[src/rtl/gpio_irq_pkg.sv]
package gpio_irq_pkg;

    typedef enum logic [1:0] {
        ST_FILL = 2'd0,
        ST_ARM  = 2'd1,
        ST_RUN  = 2'd2
    } arm_state_e;

    typedef enum logic [1:0] {
        TRIG_OFF  = 2'b00,
        TRIG_RISE = 2'b01,
        TRIG_FALL = 2'b10,
        TRIG_BOTH = 2'b11
    } trig_e;

    localparam int unsigned STAT_BASE   = 32'h080;
    localparam int unsigned MSET_BASE   = 32'h0A0;
    localparam int unsigned MCLR_BASE   = 32'h0C0;
    localparam int unsigned BANK_STRIDE = 4;

endpackage

[src/rtl/gpio_irq_arm_fsm.sv]
module gpio_irq_arm_fsm
    import gpio_irq_pkg::*;
(
    input  logic       clk,
    input  logic       rst_n,
    output logic       armed,
    output arm_state_e state_o
);

    arm_state_e state_q;
    arm_state_e state_n;

    always_comb begin
        state_n = state_q;
        unique case (state_q)
            ST_FILL: state_n = ST_ARM;
            ST_ARM:  state_n = ST_RUN;
            ST_RUN:  state_n = ST_RUN;
            default: state_n = ST_FILL;
        endcase
    end

    always_ff @(posedge clk or negedge rst_n) begin
        if (!rst_n) begin
            state_q <= ST_FILL;
        end else begin
            state_q <= state_n;
        end
    end

    always_comb begin
        armed = 1'b0;
        unique case (state_q)
            ST_FILL: armed = 1'b0;
            ST_ARM:  armed = 1'b0;
            ST_RUN:  armed = 1'b1;
            default: armed = 1'b0;
        endcase
    end

    assign state_o = state_q;

endmodule

[src/rtl/gpio_edge_detect.sv]
module gpio_edge_detect
    import gpio_irq_pkg::*;
#(
    parameter int unsigned N = 32
) (
    input  logic           clk,
    input  logic           rst_n,
    input  logic           armed,
    input  logic [N-1:0]   pin_in,
    input  logic [2*N-1:0] trig_cfg,
    output logic [N-1:0]   edge_hit
);

    logic [N-1:0] pin_q;
    logic [N-1:0] pin_qq;

    always_ff @(posedge clk or negedge rst_n) begin
        if (!rst_n) begin
            pin_q  <= '0;
            pin_qq <= '0;
        end else begin
            pin_q  <= pin_in;
            pin_qq <= pin_q;
        end
    end

    for (genvar i = 0; i < N; i++) begin : g_pin
        logic  rise;
        logic  fall;
        logic  hit;
        trig_e mode;

        assign mode = trig_e'(trig_cfg[2*i +: 2]);
        assign rise = pin_q[i] & ~pin_qq[i];
        assign fall = ~pin_q[i] & pin_qq[i];

        always_comb begin
            hit = 1'b0;
            unique case (mode)
                TRIG_OFF:  hit = 1'b0;
                TRIG_RISE: hit = rise;
                TRIG_FALL: hit = fall;
                TRIG_BOTH: hit = rise | fall;
            endcase
        end

        assign edge_hit[i] = armed & hit;
    end

endmodule

[src/rtl/gpio_irq_regs.sv]
module gpio_irq_regs
    import gpio_irq_pkg::*;
#(
    parameter int unsigned N       = 32,
    parameter int unsigned ADDR_W  = 12,
    parameter int unsigned BANK_ID = 0
) (
    input  logic              clk,
    input  logic              rst_n,
    input  logic [N-1:0]      edge_hit,
    input  logic              bus_wr,
    input  logic [ADDR_W-1:0] bus_addr,
    input  logic [N-1:0]      bus_wdata,
    output logic [N-1:0]      status_q,
    output logic [N-1:0]      mask_q,
    output logic [N-1:0]      bus_rdata
);

    localparam logic [ADDR_W-1:0] A_STAT = ADDR_W'(STAT_BASE + BANK_STRIDE * BANK_ID);
    localparam logic [ADDR_W-1:0] A_MSET = ADDR_W'(MSET_BASE + BANK_STRIDE * BANK_ID);
    localparam logic [ADDR_W-1:0] A_MCLR = ADDR_W'(MCLR_BASE + BANK_STRIDE * BANK_ID);

    logic         hit_stat;
    logic         hit_mset;
    logic         hit_mclr;
    logic [N-1:0] stat_clr;
    logic [N-1:0] mask_set;
    logic [N-1:0] mask_clr;

    assign hit_stat = (bus_addr == A_STAT);
    assign hit_mset = (bus_addr == A_MSET);
    assign hit_mclr = (bus_addr == A_MCLR);

    assign stat_clr = (bus_wr && hit_stat) ? bus_wdata : '0;
    assign mask_set = (bus_wr && hit_mset) ? bus_wdata : '0;
    assign mask_clr = (bus_wr && hit_mclr) ? bus_wdata : '0;

    always_ff @(posedge clk or negedge rst_n) begin
        if (!rst_n) begin
            status_q <= '0;
            mask_q   <= '1;
        end else begin
            status_q <= (status_q & ~stat_clr) | edge_hit;
            mask_q   <= (mask_q | mask_set) & ~mask_clr;
        end
    end

    always_comb begin
        bus_rdata = '0;
        if (hit_stat) begin
            bus_rdata = status_q;
        end else if (hit_mset || hit_mclr) begin
            bus_rdata = mask_q;
        end
    end

endmodule

[src/rtl/gpio_edge_irq.sv]
module gpio_edge_irq
    import gpio_irq_pkg::*;
#(
    parameter int unsigned N       = 32,
    parameter int unsigned ADDR_W  = 12,
    parameter int unsigned BANK_ID = 0
) (
    input  logic              clk,
    input  logic              rst_n,
    input  logic [N-1:0]      pin_in,
    input  logic [2*N-1:0]    trig_cfg,
    input  logic              bus_wr,
    input  logic [ADDR_W-1:0] bus_addr,
    input  logic [N-1:0]      bus_wdata,
    output logic [N-1:0]      bus_rdata,
    output logic              irq
);

    logic         armed;
    arm_state_e   arm_state;
    logic [N-1:0] edge_hit;
    logic [N-1:0] status_q;
    logic [N-1:0] mask_q;

    gpio_irq_arm_fsm u_fsm (
        .clk     (clk),
        .rst_n   (rst_n),
        .armed   (armed),
        .state_o (arm_state)
    );

    gpio_edge_detect #(.N(N)) u_det (
        .clk      (clk),
        .rst_n    (rst_n),
        .armed    (armed),
        .pin_in   (pin_in),
        .trig_cfg (trig_cfg),
        .edge_hit (edge_hit)
    );

    gpio_irq_regs #(.N(N), .ADDR_W(ADDR_W), .BANK_ID(BANK_ID)) u_regs (
        .clk       (clk),
        .rst_n     (rst_n),
        .edge_hit  (edge_hit),
        .bus_wr    (bus_wr),
        .bus_addr  (bus_addr),
        .bus_wdata (bus_wdata),
        .status_q  (status_q),
        .mask_q    (mask_q),
        .bus_rdata (bus_rdata)
    );

    assign irq = |(status_q & ~mask_q);

endmodule

[config.mk]
export PLATFORM = sky130hd
export DESIGN_NAME = gpio_edge_irq
export DESIGN_NICKNAME = d
export VERILOG_FILES = /design/src/rtl/gpio_irq_pkg.sv /design/src/rtl/gpio_irq_arm_fsm.sv /design/src/rtl/gpio_edge_detect.sv /design/src/rtl/gpio_irq_regs.sv /design/src/rtl/gpio_edge_irq.sv
export SDC_FILE = /design/constraint.sdc
export NUM_CORES = 1
export LEC_CHECK = 0
export BUFFER_PORTS_ARGS = -buffer_cell sky130_fd_sc_hd__buf_2
export CORE_MARGIN = 8
export CORE_UTILIZATION = 35
export DETAILED_ROUTE_END_ITERATION = 12
export GPL_TIMING_DRIVEN = 0
export PLACE_DENSITY_LB_ADDON = 0.12
export SYNTH_ARGS = -nofsm -noshare
export SYNTH_HDL_FRONTEND = slang
export SYNTH_HIERARCHICAL = 1
export SYNTH_SLANG_ARGS = --single-unit
export TNS_END_PERCENT = 1
[constraint.sdc]
create_clock -name clk -period 1.9 [get_ports clk]
set_input_delay 0.475 -clock clk [delete_from_list [all_inputs] [get_ports clk]]
set_output_delay 0.475 -clock clk [all_outputs]
set_load 0.005 [all_outputs]
* After elaboration in Yosys (flattened, before gate mapping)
Cells that the tools add are included.
** Operators by class
- Eq/ne operators :: 101
- Mux-type cells :: 39
- Bitwise operators :: 200
- Reductions and logical operators :: 39
** Operators with widths (number)
- $mux W32 :: 5
- $eq A2 B2 Y1 const B :: 65
- $pmux W1 S4 :: 32
- $and A1 B1 Y1 :: 96
- $and A32 B32 Y32 :: 3
- $not A32 Y32 :: 3
- $eq A2 B1 Y1 const B :: 33
- $logic_not A2 Y1 :: 33
- $not A1 Y1 :: 64
- $or A32 B32 Y32 :: 2
- $eq A12 B8 Y1 const B :: 3
- $or A1 B1 Y1 :: 32
- $reduce_or A32 Y1 :: 1
- $pmux W2 S2 :: 1
- $logic_and A1 B1 Y1 :: 3
- $reduce_or A2 Y1 :: 1
- $logic_or A1 B1 Y1 :: 1
- $mux W1 :: 1
** Word-level totals
- Flip-flop bits (word level) :: 130
- Input bits :: 143
- Output and inout port bits :: 33
- Logic and storage cells :: 384

* Logic depth before layout (Yosys ltp)
- Word-level depth :: 6
- Mapped depth :: 7
- Gate-level depth less buffers :: 6

* Hierarchy
Netlist, hierarchy kept.
** Modules (own cells, without submodules)
- gpio_irq_regs :: instances 1, cells each 404, area each 3891.2 µm², sequential area each 1641.6 µm²
- gpio_edge_detect :: instances 1, cells each 324, area each 3708.6 µm², sequential area each 1601.5 µm²
- gpio_edge_irq :: instances 1, cells each 53, area each 251.5 µm², sequential area each 0.0 µm²
- gpio_irq_arm_fsm :: instances 1, cells each 6, area each 82.6 µm², sequential area each 50.0 µm²

* Worst setup path before layout
No wires, ideal clock.
- Path kind :: input -> output
- Start point :: input bus_addr[1]
- End point :: output bus_rdata[10]
- Arrival :: 1.472 ns
- Data required time :: 1.425 ns
- Path slack :: -0.047 ns
- Cell stages on the path :: 4
- Cells stage by stage :: nor4_2 nand3_1 clkbuf_1 nor2_1
** Between the ends
- Word-level cells in the longest chain between the ends :: 4
- Elaborated cells between the ends (all ways) :: 6
** RTL lines
- start: declaration :: RTL line gpio_edge_irq.sv:13 : input logic [ADDR_W-1:0] bus_addr,
- $eq A12 B8 Y1, on equally long branches :: RTL line gpio_irq_regs.sv:31, gpio_irq_regs.sv:32
- $logic_or A1 B1 Y1 :: RTL line gpio_irq_regs.sv:52 : end else if (hit_mset || hit_mclr) begin
- $mux W32 :: RTL line gpio_irq_regs.sv:52
- $mux W32 (*) :: RTL line gpio_irq_regs.sv:50 : if (hit_stat) begin
- end: declaration :: RTL line gpio_edge_irq.sv:15 : output logic [N-1:0] bus_rdata,
Every way passes the cells marked *; elsewhere a longest branch is shown, timed or not.

* Worst setup path after layout
- Start point :: register u_regs.mask_q[4]
- End point :: output irq
** Between the ends
- Word-level cells in the longest chain between the ends :: 3
** RTL lines
- start: declaration :: RTL line gpio_irq_regs.sv:15 : output logic [N-1:0] mask_q,
- start signal: assignment :: RTL line gpio_irq_regs.sv:44 : mask_q <= (mask_q | mask_set) & ~mask_clr;
- $not A32 Y32 :: RTL line gpio_edge_irq.sv:53 : assign irq = |(status_q & ~mask_q);
- $and A32 B32 Y32 :: RTL line gpio_edge_irq.sv:53
- $reduce_or A32 Y1 :: RTL line gpio_edge_irq.sv:53
- end: declaration :: RTL line gpio_edge_irq.sv:16 : output logic irq
Every way passes these cells.

==> impl_results.md <==
- Post-synthesis average cell area: 10.1 µm²
- Critical path class: reg -> out
- Result of the run: complete, but fails checks
- Final Max Tran Viols: 0
- Wire length after detailed routing: roughly 23 mm
- Bufs on Longest Clock Path: 2
- Area of the core: ~22000 µm²
- Detailed-router iteration count before antenna repair: 5
- Total chip power: between 0.007 and 0.008 W
- Worst path max stage delay: 560 ps
- Share of flip-flops with an asynchronous set or reset: 100%
- Fmax: approximately 440 MHz
- Maximum capacitance violations: 0
- Largest net degree at the start of global routing: slightly below 70
- Largest delay share family, worst path: flip-flops
- Arr. time, crit path: roughly 1800 ps
- Path class of the lowest-slack min-delay path: in -> async
- Part of the Yosys area used for sequential elements: a little over 40%
- Maximum fanout count along the critical path: 2
- Detail-routed via count per cell: 5.04
- Worst Slack Setup Final: -360 ps
- Type of origin of the critical path: register
- Final count of negative-setup-slack endpoints: 33
- CTS Root Cell: sky130_fd_sc_hd__clkbuf_16
- I/O Buffers: ~180
- Number of placement rows: 55
- Post-synthesis cell count: 787
- Util after Layout: 44.7%
- DR iter-0 viols: approximately 300
- Cell variety after synth: 30
- Vertical die dimension: 167 µm
- Starting density of the core: approximately 35%
- Clk_skew: 7.42 ps
- Number of sinks on the clock net: 130
- Boundary Pins: 176
- CP max-delay cell: sky130_fd_sc_hd__dfstp_2
- Placement Setup Slack: -780 ps
- Top cells by area in the synthesized netlist: sky130_fd_sc_hd__dfrtp_1 31%, sky130_fd_sc_hd__dfstp_2 11%, sky130_fd_sc_hd__ha_1 10%
- Synth Warn #: 6
- CTS tree: yes
- Die outline area: 27700 µm²
- Area Overhead vs Synth: 26.3%
- Global route total overflow: 0
- Die width: 167 µm
- Post-synth EDFFs: 0
- Clock insertion delay at the later pin of the skew report: between 400 and 500 ps
- Number of nets in the synthesized netlist: 996
- Most area-hungry cell type in the Yosys netlist: sky130_fd_sc_hd__dfrtp_1
- Overall global routing resource usage: 16.9%
- Violated checks: setup timing
- Buffers and inverters on the worst path: 1
- Critical path endpoint category: output port
- Ys flop type: sky130_fd_sc_hd__dfrtp_1
- List of cells traversed by the critical path: o22ai_2 > nor4_4 > nand4_1 > buf_2
- Num CTS Buffers: 17
- Most instantiated library cell after synthesis: sky130_fd_sc_hd__inv_1
- Register bit count reported by yosys: 130
- Number of antenna violations at the first check in global routing: 3
- Post-route ant nets: 0
- Post-route DRC: 0
- Portion of synthesized cell area occupied by the leading cell type: just over 30%
- Final number of hold-violating endpoints: 0
- Setup repair after global routing missed its margin: true
- Transition time at the pin with the least slew margin: 643 ps
- Synth cell count leaders: 130 x sky130_fd_sc_hd__inv_1, 98 x sky130_fd_sc_hd__dfrtp_1, 66 x sky130_fd_sc_hd__ha_1
- Worst slew margin relative to its limit: 57.1%
- Max VDD drop: 0.000510 V
- Hold bufs inserted after CTS: 0
- Dpl hpwl: 17.6 mm
- Via count: ~6500
- Final nets: 1198
- Clock H-tree levels: 4
- Ratio of final minimum period to clock period: 119%
- Placer Congestion: just under 0.8
- Ratio of cells with drive above 1 in the final layout: 31.3%
- Post-CTS clock slew at the launch and capture registers of the worst setup and hold paths: 60 ps
- Number of global-route vias before repair: ~6800
- Wire length of the first global-routing pass: 37.2 mm
- Required arrival time at the worst endpoint: 1420 ps
- Synthesized area: 7930 µm²
- Total power density per cell area: ~700 nW/µm²
- Wire length per cell after detailed routing: 18.0 µm
- Final critical delay including setup and external delays: between 2000 and 2500 ps
- P_leak: 4.99 nW
## state kept, by name, indices dropped and copies added, names as in the netlist
name             cells
u_det/pin_qq        32
u_regs/status_q     32
u_fsm/state_o        2
u_regs/mask_q       32
u_det/pin_q         32
## where the power goes
| group | total (W) | switching (W) | internal [W] |
|---|---|---|---|
| Combinational | 0.000857 | 0.000454 | 0.000403 |
| Sequential | 0.00290 | 0.0000504 | 0.00285 |
| Clock | 0.00327 | 0.00124 | 0.00203 |
## kinds of logic after synthesis
group / after synthesis / share of synthesized area, %
buf+inv: 174 / 9.13
fa+ha+maj: 66 / 10.4
compound gates: 208 / 20.8
mux: 32 / 4.04
simple gates: 177 / 14.1
flops: 130 / 41.5
## per-stage QoR
stage	cells	hold slack (ps)	TNS (ps)	instance area [µm²]
floorplan	787	179	0	7960
global placement	1247	391	-225520	9190
detailed placement	1248	395	-39000	9220
CTS	1286	74.3	-9050	9980
global route	1288	91.0	-10170	10000
finish	1288	38.3	-8050	10000
## repair_timing
item,CTS,global route
pin swaps,9,3
setup endpoints to repair,33,33
gates resized for setup,38,14
setup buffers,6,1
## worst paths after layout
kind,from,cells after the start,slack [ps],end
max,u_regs/mask_q[4]$_DFF_PN1_,4,-360,irq
min,rst_n,1,40,u_det/pin_q[22]$_DFF_PN0_
max reg2reg,u_det/pin_q[0]$_DFF_PN0_,6,240,u_regs/status_q[0]$_DFF_PN0_
min reg2reg,u_det/pin_q[3]$_DFF_PN0_,0,400,u_det/pin_qq[3]$_DFF_PN0_
max in group asynchronous,rst_n,2,1050,u_regs/mask_q[15]$_DFF_PN1_
min in group clk,pin_in[28],1,160,u_det/pin_q[28]$_DFF_PN0_
## placed cells by master, fill, tap and decap left out, types with 10 or more instances in the layout
cell type / instances
sky130_fd_sc_hd__a311oi_2: 30
sky130_fd_sc_hd__buf_2: 171
sky130_fd_sc_hd__nor2_1: 64
sky130_fd_sc_hd__buf_6: 17
sky130_fd_sc_hd__a31oi_1: 32
sky130_fd_sc_hd__clkbuf_16: 17
sky130_fd_sc_hd__mux2i_1: 32
sky130_fd_sc_hd__o22ai_1: 14
sky130_fd_sc_hd__ha_1: 66
sky130_fd_sc_hd__a41oi_1: 32
sky130_fd_sc_hd__and4b_1: 32
sky130_fd_sc_hd__dfrtp_1: 98
sky130_fd_sc_hd__clkbuf_1: 20
sky130_fd_sc_hd__dfstp_2: 32
sky130_fd_sc_hd__nand2b_1: 64
sky130_fd_sc_hd__buf_4: 10
sky130_fd_sc_hd__inv_1: 130
sky130_fd_sc_hd__a21oi_1: 64
sky130_fd_sc_hd__a2bb2oi_1: 32
## per-layer routing
metal  track usage, %  wire length (µm)  up-vias
met5                0                23        -
met4             5.05               333        4
met3             5.22              1480       22
li1                 -                 -     3208
met2             27.7             10900      167
met1             21.0             10400     3091
## area by class of cell
type / count / area (µm²)
diodes: 1 / 2.50
plain buffers: 43 / 314
clock buffers: 23 / 478
clock inverters: 9 / 105
fillers: 2255 / 12400
inverters: 131 / 492
multi-input cells: 483 / 3990
flip-flops and latches: 130 / 3290
well taps: 285 / 357
repair buffers: 183 / 987
Power figures use the tool's default switching activity.
